==> src/rtl/gear_clk_div_pkg.sv <==
`timescale 1ns/1ps
package gear_clk_div_pkg;

  // Operating mode held by the control; updated only at a period boundary
  typedef enum logic [1:0] {
    MODE_DIV_BASE = 2'd0,
    MODE_DIV_MID  = 2'd1,
    MODE_DIV_SLOW = 2'd2,
    MODE_PASS     = 2'd3
  } divMode_e;

  // freqSel encodings; anything else falls back to the base setting
  localparam logic [1:0] SEL_MID  = 2'b01;
  localparam logic [1:0] SEL_SLOW = 2'b10;

  // Strobes from control to datapath
  typedef struct packed {
    logic wrap;      // counter at terminal count: restart the period
    logic nextHigh;  // level of the divided output after this edge
    logic passThru;  // route the oscillator straight to the output
  } divStrobe_t;

endpackage

==> src/rtl/gear_clk_div_ctrl.sv <==
`timescale 1ns/1ps
module gear_clk_div_ctrl
  import gear_clk_div_pkg::*;
#(
  parameter int RATIO_BASE = 8,
  parameter int RATIO_MID  = 6,
  parameter int RATIO_SLOW = 4,
  parameter int CNT_W      = $clog2(RATIO_BASE)
) (
  input  logic             srcClk,
  input  logic             rstN,
  input  logic [1:0]       freqSel,
  input  logic             gearShift,
  input  logic [CNT_W-1:0] cntQ,
  output divStrobe_t       strobe
);

  localparam logic [CNT_W:0] LEN_BASE = (CNT_W+1)'(RATIO_BASE);
  localparam logic [CNT_W:0] LEN_MID  = (CNT_W+1)'(RATIO_MID);
  localparam logic [CNT_W:0] LEN_SLOW = (CNT_W+1)'(RATIO_SLOW);
  localparam logic [CNT_W:0] LEN_PASS = (CNT_W+1)'(1);

  divMode_e         modeQ;
  divMode_e         modeReq;
  logic [CNT_W:0]   periodLen;
  logic [CNT_W:0]   cntInc;
  logic             atTerminal;

  // Requested mode from the live inputs; gear shift wins over the code
  always_comb begin
    if (gearShift) begin
      modeReq = MODE_PASS;
    end else begin
      case (freqSel)
        SEL_MID:  modeReq = MODE_DIV_MID;
        SEL_SLOW: modeReq = MODE_DIV_SLOW;
        default:  modeReq = MODE_DIV_BASE;
      endcase
    end
  end

  // Period length of the mode in force
  always_comb begin
    case (modeQ)
      MODE_DIV_MID:  periodLen = LEN_MID;
      MODE_DIV_SLOW: periodLen = LEN_SLOW;
      MODE_PASS:     periodLen = LEN_PASS;
      default:       periodLen = LEN_BASE;
    endcase
  end

  assign cntInc     = {1'b0, cntQ} + (CNT_W+1)'(1);
  assign atTerminal = (cntInc == periodLen);

  // Mode is retargeted only where a new period begins
  always_ff @(posedge srcClk or negedge rstN) begin
    if (!rstN) begin
      modeQ <= MODE_DIV_BASE;
    end else if (atTerminal) begin
      modeQ <= modeReq;
    end
  end

  always_comb begin
    strobe.wrap     = atTerminal;
    strobe.nextHigh = atTerminal || (cntInc < (periodLen >> 1));
    strobe.passThru = (modeQ == MODE_PASS);
  end

endmodule

==> src/rtl/gear_clk_div_dpath.sv <==
`timescale 1ns/1ps
module gear_clk_div_dpath
  import gear_clk_div_pkg::*;
#(
  parameter int CNT_W     = 3,
  parameter int RESET_CNT = 4
) (
  input  logic             srcClk,
  input  logic             rstN,
  input  divStrobe_t       strobe,
  output logic [CNT_W-1:0] cntQ,
  output logic             divOut,
  output logic             enOut,
  output logic             clkOut
);

  localparam logic [CNT_W-1:0] CNT_RST = CNT_W'(RESET_CNT);

  always_ff @(posedge srcClk or negedge rstN) begin
    if (!rstN) begin
      cntQ   <= CNT_RST;
      divOut <= 1'b0;
      enOut  <= 1'b0;
    end else begin
      cntQ   <= strobe.wrap ? '0 : cntQ + CNT_W'(1);
      divOut <= strobe.nextHigh;
      enOut  <= strobe.wrap;
    end
  end

  // divOut is high whenever the direct path is chosen or left, so both
  // mux inputs agree across every hand-over edge
  assign clkOut = strobe.passThru ? srcClk : divOut;

endmodule

==> src/rtl/gear_clk_div.sv <==
`timescale 1ns/1ps
module gear_clk_div
  import gear_clk_div_pkg::*;
#(
  parameter int RATIO_BASE = 8,
  parameter int RATIO_MID  = 6,
  parameter int RATIO_SLOW = 4
) (
  input  logic       srcClk,
  input  logic       rstN,
  input  logic [1:0] freqSel,
  input  logic       gearShift,
  output logic       clkOut,
  output logic       enOut
);

  localparam int CNT_W     = $clog2(RATIO_BASE);
  localparam int RESET_CNT = RATIO_BASE / 2;

  divStrobe_t       strobe;
  logic [CNT_W-1:0] cntQ;
  logic             divOut;
  logic             passThru;

  gear_clk_div_ctrl #(
    .RATIO_BASE(RATIO_BASE),
    .RATIO_MID (RATIO_MID),
    .RATIO_SLOW(RATIO_SLOW),
    .CNT_W     (CNT_W)
  ) u_ctrl (
    .srcClk   (srcClk),
    .rstN     (rstN),
    .freqSel  (freqSel),
    .gearShift(gearShift),
    .cntQ     (cntQ),
    .strobe   (strobe)
  );

  gear_clk_div_dpath #(
    .CNT_W    (CNT_W),
    .RESET_CNT(RESET_CNT)
  ) u_dpath (
    .srcClk(srcClk),
    .rstN  (rstN),
    .strobe(strobe),
    .cntQ  (cntQ),
    .divOut(divOut),
    .enOut (enOut),
    .clkOut(clkOut)
  );

  assign passThru = strobe.passThru;

endmodule

==> config.mk <==
export PLATFORM = sky130hd
export DESIGN_NAME = gear_clk_div
export DESIGN_NICKNAME = d
export VERILOG_FILES = /design/src/rtl/gear_clk_div_pkg.sv /design/src/rtl/gear_clk_div_ctrl.sv /design/src/rtl/gear_clk_div_dpath.sv /design/src/rtl/gear_clk_div.sv
export SDC_FILE = /design/constraint.sdc
export NUM_CORES = 1
export LEC_CHECK = 0
export ABC_AREA = 1
export CAP_MARGIN = 20
export CORE_AREA = 5 5 42 44
export DETAILED_ROUTE_END_ITERATION = 10
export DIE_AREA = 0 0 47 49
export DONT_BUFFER_PORTS = 1
export SLEW_MARGIN = 10
export SYNTH_ARGS = -nofsm -noshare
export SYNTH_HDL_FRONTEND = slang
export SYNTH_SLANG_ARGS = --single-unit
==> constraint.sdc <==
create_clock -name srcClk -period 3.5 [get_ports srcClk]
set_input_delay 0.175 -clock srcClk [delete_from_list [all_inputs] [get_ports srcClk]]
set_output_delay 0.175 -clock srcClk [all_outputs]
set_load 0.01 [all_outputs]
# == After elaboration in Yosys (flattened, before gate mapping) ==
# Cells that the tools add are included.
# W data, S select, Z words.
# word_totals
elab_cells,19
output_inout_bits,2
in_bits,5
regBits,7
# op_classes
eq_ne,6
n_reduce_logical,1
n_mux,5
n_addsub,2
n_lt_le_gt_ge,1
# op_table
cell,count
$pmux W4 S3,1
$eq A2 B2 Y1 const B,3
$add A3 B1 Y4 const B,1
$eq A2 B1 Y1 const B,2
$eq A4 B4 Y1,1
$lt A4 B3 Y1,1
$pmux W2 S2,1
$add A3 B1 Y3 const B,1
$mux W3,1
$mux W2,1
$logic_or A1 B1 Y1,1
$mux W1,1

# == Depth between registers and ports, before layout ==
# depth
depth_word,4
mapped_depth,9
ltp_nobuf,9

# == Hierarchy ==
# Synthesis repeated with hierarchy kept, for this count alone.
# unflattened
cells_unflattened,75
area_unflattened_um2,539.3
# modules_own_cells
mod,cells_per_inst,instances,area_each_um2,seq_area_each_um2
gear_clk_div_ctrl,58,1,355.3,50.0
gear_clk_div_dpath,17,1,183.9,126.4

==> results.json <==
{
  "synth_area_leaders": "dfrtp_1, ha_1, nand2_1",
  "critPathBufInv": 2,
  "worstHoldPathType": "primary input to register",
  "hold_viol": 0,
  "leakagePower_nw": 0.311,
  "drive_above_1_share_pct": 19.1,
  "multi_input_area_um2": 255,
  "worst_pin_slew_ns": 0.305,
  "fin_setup_tns_ns": 0,
  "worst_path_most_repeated_cell": "clkbuf_4",
  "clk_latency_ns": 0.36,
  "p_per_area_nw_per_um2": 1190,
  "yosys_warnings": 0,
  "hpwl_um": 656,
  "rows": 14,
  "synth_largest_area_cell": "dfrtp_1",
  "grt-ovfl-total": 0,
  "grt_pass1_vias": 408,
  "register_area_um2": 176,
  "crit_path_top_delay_cell": "mux2_2",
  "rsz0062_at_grt": "false",
  "slowest_delay_ns": 0.29,
  "wl_per_cell_um": 9.20,
  "antenna_found_initial": 0,
  "worstSetupPathType": "clock port to output port",
  "end_kind": "output port",
  "nNetsFinal": 80,
  "arrival_ns": 2.26,
  "ir_worst_vdd_mv": 0.477,
  "ios": 7,
  "stdcell_count": 84,
  "grt_usage_pct": 9.07,
  "fp.dieH_um": 49,
  "die_w_um": 47,
  "post_cts_buffers": 0,
  "fill_cells": 153,
  "place.port_buffers": 0,
  "dp.cells": 76,
  "ys_seq_area_share_pct": 36.8,
  "path_cells": "clkbuf_4 > clkbuf_4 > mux2_2",
  "drt_wl_total_um": 773,
  "grt_pass1_wl_um": 1440,
  "cts_tree": "built",
  "die_area_um2": 2300,
  "via_per_inst": 4.80,
  "initial_core_util_pct": 34.2,
  "critical_path.top_delay_family": "multiplexers",
  "drt-initial-drc-count": 7,
  "antenna_cells": 0,
  "final_common_cell": "nand2_1",
  "hold_buffers": 1,
  "grt_max_degree": 8,
  "synth.cell_area_um2": 479,
  "start_kind": "clock port",
  "slew_headroom_pct": 79.6,
  "routed-via-count": 403,
  "netlist_instances": 60,
  "layout_common_cells": "nand2_1, inv_1, ha_1, clkbuf_4, dfrtp_1",
  "syn_nets": 71,
  "synth_top_area_share_pct": 31.3,
  "skew_ns": 0.00285,
  "layout_setup_ws_ns": 1.06,
  "slew_violations": 0,
  "path_clk_slew_ns": 0.05,
  "crit_fanout": 2,
  "cts.repair.resized": 0,
  "required_ns": 3.32,
  "syn_to_final_growth_pct": 16.7,
  "postSynthAreaPerCell_um2": 7.99,
  "pre_cts_ws_ns": 1.30,
  "drt_drc_violations_left": 0,
  "place.gp.congestion": 0.772,
  "ant_nets": 0,
  "outcome": "completed",
  "synthDistinctLibCells": 18,
  "core_area_um2": 1400,
  "cap_viol_max_count": 0,
  "firstDrtPassIters": 4,
  "setup_viol": 0,
  "post-route-util_pct": 39.9,
  "ys_seq_elements": 7
}
-- state kept, by name (all words and copies together), names as in the netlist --
register	count
u_dpath.divOut	1
u_dpath.cntQ	3
u_ctrl.modeQ	2
u_dpath.enOut	1
-- layout make-up --
type	count	area share, %
clock buffers	6	8.05
clock inverters	1	0.895
inverters	12	8.50
multi-input cells	41	45.6
flip-flops and latches	7	31.5
well taps	16	3.58
repair buffers	1	1.79
-- worst paths after layout --
path / start / to / slack (ns) / cells past startpoint
worst max-delay path: srcClk / clkOut / 1.06 / 3
worst min-delay path: freqSel[0] / u_ctrl.modeQ[1]$_DFFE_PN0N_ / 0.05 / 3
worst max register to register: u_dpath.cntQ[0]$_DFF_PN0_ / u_ctrl.modeQ[0]$_DFFE_PN0N_ / 1.86 / 6
worst min register to register: u_ctrl.modeQ[1]$_DFFE_PN0N_ / u_ctrl.modeQ[1]$_DFFE_PN0N_ / 0.51 / 2
max in group asynchronous: rstN / u_dpath.cntQ[2]$_DFF_PN1_ / 3.08 / 1
min in group asynchronous: rstN / u_dpath.divOut$_DFF_PN0_ / 0.13 / 1
-- power by group --
part           internal, W  leakage (nW)  total [W]  switching, W
logic             0.000147         0.192   0.000364      0.000218
clock network    0.0000882        0.0352   0.000137     0.0000486
registers         0.000128        0.0837   0.000163     0.0000353
-- through the flow --
step / cell area [um^2] / total power (W) / hold WS [ns]
floorplan: 479 / 0.000484 / -0.121
global placement: 499 / 0.000542 / -0.120
detailed placement: 499 / 0.000547 / -0.120
CTS: 559 / 0.000680 / 0.0495
global route: 559 / 0.000759 / 0.0526
finish: 559 / 0.000664 / 0.0523
-- worst reg2reg max path, delay by kind of cell (launching register included) --
family                     cells  cell delay (ns)
DFF                            1             0.45
adders and majority gates      1             0.38
AOI/OAI and AO/OA              1             0.23
and+or+nand+nor                4             0.48
-- synthesized netlist by cell type --
master and instances:
o21ai_0 2, nand2_1 16, inv_1 11, dfstp_2 1
nand3_1 5, o21ai_1 1, or2_1 1, nor2_1 3
xnor2_1 1, dfrtp_1 6, ha_1 6, a21oi_2 1
nand4_1 1, inv_4 1, mux2_2 1, a21oi_1 1
nand2_4 1, nor2_4 1
-- kinds of logic after synthesis --
family | synth area share [%]
fa+ha+maj | 15.7
mux | 2.35
simple gates | 27.4
flops | 36.8
compound gates | 6.00
xor+xnor | 1.83
buf+inv | 9.92
-- routing by layer --
| layer | global-route usage (%) | part of all wire [%] | vias up |
|---|---|---|---|
| li1 | - | - | 205 |
| met1 | 9.62 | 41 | 189 |
| met2 | 12.2 | 52 | 7 |
| met3 | 2.58 | 4.4 | 2 |
| met4 | 11.1 | 2.2 | 0 |
| met5 | 0 | 0 | - |
Power figures use the tool's default switching activity.
